**src/rtl/i2cb_pkg.sv**
```systemverilog
package i2cb_pkg;

    localparam int DIV_W  = 4;
    localparam int BYTE_W = 8;

    localparam logic [1:0] ADDR_CTRL = 2'd0;
    localparam logic [1:0] ADDR_STAT = 2'd1;
    localparam logic [1:0] ADDR_OWN  = 2'd2;
    localparam logic [1:0] ADDR_DATA = 2'd3;

    localparam logic [1:0] MODE_MT = 2'b11;

    typedef enum logic [2:0] {
        ST_IDLE,
        ST_START,
        ST_BITS,
        ST_HOLD,
        ST_STOP
    } state_e;

    typedef struct packed {
        state_e            st;
        logic [2:0]        ph;
        logic [3:0]        bitn;
        logic [BYTE_W-1:0] data;
        logic [BYTE_W-1:0] own;
        logic              ackgen;
        logic              presel;
        logic              ien;
        logic              pend;
        logic [DIV_W-1:0]  div;
        logic [1:0]        mode;
        logic              busy;
        logic              txen;
        logic              nack;
        logic              stop_arm;
        logic              rs_arm;
        logic              first;
        logic              scl_oe;
        logic              sda_oe;
    } eng_t;

endpackage

```
**src/rtl/i2cb_sync.sv**
```systemverilog
module i2cb_sync #(
    parameter int STAGES = 2
) (
    input  logic clk,
    input  logic rst,
    input  logic d,
    output logic q
);
    logic [STAGES-1:0] sh_d, sh_q;

    always_comb begin
        sh_d = {sh_q[STAGES-2:0], d};
    end

    always_ff @(posedge clk) begin
        if (rst) sh_q <= '1;
        else     sh_q <= sh_d;
    end

    assign q = sh_q[STAGES-1];
endmodule

```
**src/rtl/i2cb_tick.sv**
```systemverilog
module i2cb_tick #(
    parameter int PRE_LO = 16,
    parameter int PRE_HI = 512,
    parameter int DIV_W  = 4
) (
    input  logic             clk,
    input  logic             rst,
    input  logic             run,
    input  logic             presel,
    input  logic [DIV_W-1:0] div,
    output logic             tick
);
    localparam int Q_LO = PRE_LO / 4;
    localparam int Q_HI = PRE_HI / 4;
    localparam int PC_W = $clog2(Q_HI);

    typedef struct packed {
        logic [PC_W-1:0]  pcnt;
        logic [DIV_W-1:0] dcnt;
    } cnt_t;

    cnt_t c_d, c_q;
    logic [PC_W-1:0] lim;
    logic pwrap;

    always_comb begin
        c_d   = c_q;
        lim   = presel ? PC_W'(Q_HI - 1) : PC_W'(Q_LO - 1);
        pwrap = (c_q.pcnt == lim);
        tick  = run && pwrap && (c_q.dcnt == div);
        if (!run) begin
            c_d = '0;
        end else if (pwrap) begin
            c_d.pcnt = '0;
            c_d.dcnt = (c_q.dcnt == div) ? '0 : c_q.dcnt + 1'b1;
        end else begin
            c_d.pcnt = c_q.pcnt + 1'b1;
        end
    end

    always_ff @(posedge clk) begin
        if (rst) c_q <= '0;
        else     c_q <= c_d;
    end

    // a quarter bit always spans at least two input clocks
    a_r8_tick_gap: assert property (@(posedge clk) disable iff (rst)
        tick |=> !tick);
endmodule

```
**src/rtl/i2cb_master.sv**
```systemverilog
module i2cb_master
    import i2cb_pkg::*;
#(
    parameter int PRE_LO      = 16,
    parameter int PRE_HI      = 512,
    parameter int SYNC_STAGES = 2
) (
    input  logic        clk,
    input  logic        rst,
    input  logic [1:0]  reg_addr,
    input  logic        reg_wen,
    input  logic [7:0]  reg_wdata,
    output logic [7:0]  reg_rdata,
    output logic        irq,
    output logic        scl_oe,
    output logic        sda_oe,
    input  logic        sda_in
);
    eng_t r, n;
    logic tick, sda_s, run, tx;

    i2cb_sync #(.STAGES(SYNC_STAGES)) u_sync (
        .clk(clk), .rst(rst), .d(sda_in), .q(sda_s)
    );

    assign run = (r.st == ST_START) || (r.st == ST_BITS) || (r.st == ST_STOP);

    i2cb_tick #(.PRE_LO(PRE_LO), .PRE_HI(PRE_HI), .DIV_W(DIV_W)) u_tick (
        .clk(clk), .rst(rst), .run(run), .presel(r.presel),
        .div(r.div), .tick(tick)
    );

    always_comb begin
        n  = r;
        tx = r.first || (r.mode == MODE_MT);
        if (tick) begin
            case (r.st)
                ST_START: begin
                    n.ph = r.ph + 3'd1;
                    case (r.ph)
                        3'd1: n.scl_oe = 1'b0;
                        3'd3: n.sda_oe = 1'b1;
                        3'd5: begin
                            n.scl_oe = 1'b1;
                            n.st     = ST_BITS;
                            n.ph     = '0;
                            n.bitn   = '0;
                        end
                        default: ;
                    endcase
                end
                ST_BITS: begin
                    n.ph = r.ph + 3'd1;
                    case (r.ph)
                        3'd0: begin
                            if (r.bitn == 4'd8) n.sda_oe = tx ? 1'b0 : r.ackgen;
                            else                n.sda_oe = tx ? ~r.data[7] : 1'b0;
                        end
                        3'd1: n.scl_oe = 1'b0;
                        3'd2: begin
                            if (r.bitn == 4'd8) begin
                                if (tx) n.nack = sda_s;
                            end else begin
                                n.data = {r.data[6:0], sda_s};
                            end
                        end
                        default: begin
                            n.scl_oe = 1'b1;
                            n.ph     = '0;
                            if (r.bitn == 4'd8) begin
                                n.st    = ST_HOLD;
                                n.pend  = 1'b1;
                                n.first = 1'b0;
                            end else begin
                                n.bitn = r.bitn + 4'd1;
                            end
                        end
                    endcase
                end
                ST_STOP: begin
                    n.ph = r.ph + 3'd1;
                    case (r.ph)
                        3'd1: n.scl_oe = 1'b0;
                        3'd3: n.sda_oe = 1'b0;
                        3'd5: begin
                            n.st   = ST_IDLE;
                            n.ph   = '0;
                            n.busy = 1'b0;
                        end
                        default: ;
                    endcase
                end
                default: ;
            endcase
        end

        if (reg_wen) begin
            case (reg_addr)
                ADDR_CTRL: begin
                    n.ackgen = reg_wdata[7];
                    n.presel = reg_wdata[6];
                    n.ien    = reg_wdata[5];
                    n.div    = reg_wdata[DIV_W-1:0];
                    if (!reg_wdata[4] && r.pend) begin
                        n.pend = 1'b0;
                        n.ph   = '0;
                        if (r.stop_arm) begin
                            n.st       = ST_STOP;
                            n.sda_oe   = 1'b1;
                            n.stop_arm = 1'b0;
                        end else if (r.rs_arm) begin
                            n.st     = ST_START;
                            n.sda_oe = 1'b0;
                            n.first  = 1'b1;
                            n.rs_arm = 1'b0;
                        end else begin
                            n.st   = ST_BITS;
                            n.bitn = '0;
                        end
                    end
                end
                ADDR_STAT: begin
                    n.mode = reg_wdata[7:6];
                    n.txen = reg_wdata[4];
                    if (reg_wdata[7] && reg_wdata[4]) begin
                        if (reg_wdata[5] && r.st == ST_IDLE) begin
                            n.st     = ST_START;
                            n.ph     = '0;
                            n.busy   = 1'b1;
                            n.first  = 1'b1;
                            n.sda_oe = 1'b0;
                        end else if (r.busy) begin
                            n.rs_arm   = reg_wdata[5];
                            n.stop_arm = ~reg_wdata[5];
                        end
                    end
                end
                ADDR_OWN: n.own = reg_wdata;
                default: begin
                    if (r.st != ST_BITS) n.data = reg_wdata;
                end
            endcase
        end
    end

    always_ff @(posedge clk) begin
        if (rst) r <= '0;
        else     r <= n;
    end

    always_comb begin
        case (reg_addr)
            ADDR_CTRL: reg_rdata = {r.ackgen, r.presel, r.ien, r.pend, r.div};
            ADDR_STAT: reg_rdata = {r.mode, r.busy, r.txen, 3'b000, r.nack};
            ADDR_OWN:  reg_rdata = r.own;
            default:   reg_rdata = r.data;
        endcase
    end

    assign irq    = r.pend & r.ien;
    assign scl_oe = r.scl_oe;
    assign sda_oe = r.sda_oe;

    // the bus is frozen with SCL low while a byte is pending
    a_r3_hold_low: assert property (@(posedge clk) disable iff (rst)
        r.pend |-> r.scl_oe);
    // pending only rises at the end of a shifted byte
    a_r3_pend_src: assert property (@(posedge clk) disable iff (rst)
        $rose(r.pend) |-> $past(r.st == ST_BITS));
    // SDA is only pulled with SCL high once the bus is owned
    a_r2_start_owned: assert property (@(posedge clk) disable iff (rst)
        ($rose(r.sda_oe) && !r.scl_oe) |-> r.busy);
    // an idle bus has both lines released
    a_r6_idle_free: assert property (@(posedge clk) disable iff (rst)
        !r.busy |-> (!r.scl_oe && !r.sda_oe));
endmodule

```
**config.mk**
```make
export PLATFORM = sky130hd
export DESIGN_NAME = i2cb_master
export DESIGN_NICKNAME = d
export VERILOG_FILES = /design/src/rtl/i2cb_pkg.sv /design/src/rtl/i2cb_sync.sv /design/src/rtl/i2cb_tick.sv /design/src/rtl/i2cb_master.sv
export SDC_FILE = /design/constraint.sdc
export NUM_CORES = 1
export LEC_CHECK = 0
export ABC_AREA = 1
export BUFFER_PORTS_ARGS = -buffer_cell sky130_fd_sc_hd__buf_2
export CAP_MARGIN = 25
export CORE_MARGIN = 10
export CORE_UTILIZATION = 35
export CTS_BUF_LIST = sky130_fd_sc_hd__clkbuf_8 sky130_fd_sc_hd__clkbuf_16
export CTS_CLUSTER_SIZE = 24
export DETAILED_ROUTE_END_ITERATION = 6
export PLACE_DENSITY = 0.47
export SYNTH_ARGS = -nofsm -noshare
export SYNTH_HDL_FRONTEND = slang
export SYNTH_SLANG_ARGS = --single-unit
export TNS_END_PERCENT = 1
```
**constraint.sdc**
```tcl
create_clock -name clk -period 3.94 [get_ports clk]
set_input_delay 0.394 -clock clk [delete_from_list [all_inputs] [get_ports clk]]
set_output_delay 0.394 -clock clk [all_outputs]
set_load 0.005 [all_outputs]
```
==> run_results.csv <==
group,metric,value,unit
yosys,yosysSeqAreaShare,33.0,%
timing,fin_crit_sh,54.6,%
die,die_h,119,um
yosys,synth_edf_count,0,
flow_run,drv_cap,0,
cts,cts_tree,"built",
global_route,globalRoute.busiestLayer,"met2",
critical_path,critPathRequiredTime,4.15,ns
cells_and_area,layout_common_cells,"nand2_1, inv_1, dfxtp_1, nor2_1, o21ai_0",
power_and_ir_drop,design_power_total,1240,uW
yosys,synthFlopType,"dfxtp_1",
global_route,use_met3,3.64,%
cells_and_area,drive_gt1_share,11.0,%
worst_hold_path,hold_depth,2,
detailed_routing,drtAntennaViolNets,0,
cts,numCtsBuffers,9,
cts,post_cts_buffers,0,
cts,cts_resized,0,
place,placed_cell_area,0.00368,mm2
die,die_w,119,um
detailed_routing,drc,0,
critical_path,crit_fanout,16,
run_status,status,"completed",
global_route,grt_max_degree,33,
yosys,synthArstFlopShare,0,%
critical_path,cp.arrival,2.36,ns
detailed_routing,vias,3427,
yosys,synth_seq_cells,57,
cts,hold_buffers,0,
critical_path,crit_chain,"inv_1 -> nand3_2 -> inv_1 -> nand3_1 -> or2_2 -> nand2_1 -> a21oi_1",
place,dp_hpwl,7530,um
yosys,ys_types,41,
power_and_ir_drop,powerDensity,322,mW/mm2
global_route,overflow,0,
global_route,grt_util_met1,19.8,%
cts,clk_path_buf_depth,2,
critical_path,cp.depth,7,
global_route,grt_pass1_vias,3252,
critical_path,critPathKind,"reg2reg",
timing,rsz0062_at_grt,"no",
critical_path,worst-r2r-cell-count,7,
cells_and_area,nets,583,
place,dp_slack,1.77,ns
die,pin_count,25,
power_and_ir_drop,peakVddDrop,0.139,mV
cells_and_area,diodes,0,
die,row_count,36,
yosys,synth_warnings,0,
die,coreArea,0.00968,mm2
die,die_area,0.0142,mm2
timing,setup_viol,0,
critical_path,cp_slowest_cell,"inv_1",
cts,ctsHtreeMaxLevel,3,
place,gp_congestion,0.855,
cts,path_clk_slew,0.06,ns
die,start_util,35.7,%
detailed_routing,wl_per_cell,14.6,um
yosys,syn-cell-area,0.00345,mm2
timing,max_freq,465,MHz
critical_path,endpoint_kind,"register",
critical_path,path_buf_inv,2,
timing,worst-slew-pin-transition,0.905,ns
cts,clk_latency,0.34,ns
timing,slew_violations,0,
critical_path,crit_top_cell,"inv_1",
cts,ctsRootBufferMaster,"clkbuf_8",
global_route,grt_usage,14.5,%
timing,tns,0,ns
yosys,synthCells,537,
critical_path,cp_slowest_stage_delay,0.55,ns
worst_hold_path,min_path_type,"in2reg",
critical_path,path_delay_family,"simple AND/OR/NAND/NOR gates",
detailed_routing,wl,10100,um
global_route,use_met2,22.6,%
timing,hold_viol,0,
timing,holdWs,0.243,ns
cells_and_area,n_fill_cell,1071,
yosys,synthesis.area_per_instance,6.43,um2
timing,min_period,2.15,ns
yosys,synthesis.nets,560,
cts,cts.sink_count,57,
detailed_routing,drt_iter0_drc,335,
global_route,antenna_found_initial,0,
detailed_routing,first_pass_iters,5,
timing,fin_skew,0.0131,ns
critical_path,worstSetupStartpointType,"register",
power_and_ir_drop,leakage,0.00170,uW
place,port-buffer-count,24,
cells_and_area,layout.cells.most_common,"nand2_1",
cells_and_area,design_area,0.00385,mm2
timing,slew_headroom,39.6,%
timing,setup_ws,1.79,ns
detailed_routing,viasPerCell,4.92,
global_route,grt_pass1_wl,16900,um
cells_and_area,syn2layout_area_growth,11.4,%
==> cell families after synthesis <==
group	count (synthesis)	synth area share (%)
compound gates	112	17.9
fa+ha+maj	9	3.26
buf+inv	92	10.4
flops	57	33.0
simple gates	255	32.3
xor+xnor	12	3.04
==> report_power, final <==
group	internal, uW	leakage [uW]	switching, uW
clock	253	0.0000871	241
sequential	594	0.000463	15.6
combinational	44.3	0.00115	91.0
total	892	0.00170	347
==> final cells by class <==
type	count	area, um2	share of cell area, %
inverter	80	300	7.80
clock buffer	11	151	3.93
multi-input combinational	388	1950	50.7
clock inverter	3	17.5	0.455
timing repair buffer	24	120	3.12
sequential	57	1140	29.6
tap	133	166	4.32
==> flip-flops by register name, summed over array words and instances (netlist names) <==
signal       flops
sda_oe           1
u_tick.c_q      11
u_sync.sh_q      2
r               42
scl_oe           1
==> per-stage QoR <==
stage | util, % | cells
finish | 39.8 | 696
global route | 39.8 | 696
CTS | 39.8 | 696
detailed placement | 38.0 | 682
global placement | 38.0 | 682
floorplan | - | 537
==> layer usage <==
metal  routed length, um  part of all wire (%)
met5                   0                     0
met4                 110                   1.1
met3                 578                   5.7
met2                4470                    44
met1                4970                    49
==> final timing paths <==
path,start,to,slack (ns)
setup / recovery,r[43]$_SDFF_PP0_,r[2]$_SDFF_PP0_,1.79
hold / removal,sda_in,u_sync.sh_q[0]$_SDFF_PP1_,0.24
setup reg to reg,r[43]$_SDFF_PP0_,r[2]$_SDFF_PP0_,1.79
hold reg to reg,u_sync.sh_q[0]$_SDFF_PP1_,u_sync.sh_q[1]$_SDFF_PP1_,0.39
==> worst register-to-register path: cells and delay by family, from the launching register on <==
family                 cells  cell delay [ns]
AO/OA/AOI/OAI              1             0.05
AND/OR/NAND/NOR            4             0.96
buffers and inverters      2             0.69
flip-flops                 1             0.33
==> synthesized netlist by cell type, types with 6 or more instances <==
master    instances  area share, %
clkbuf_1          6           0.65
dfxtp_1          57             33
nor2_1           50            5.4
o21ai_0          50            7.2
a21oi_1          37            5.4
nand2_1         152             17
nand3_2           6            1.7
o21ai_1           7            1.0
nand3_1          25            3.6
inv_1            75            8.1
xnor2_1           7            1.8
ha_1              9            3.3
Power figures use the tool's default switching activity.
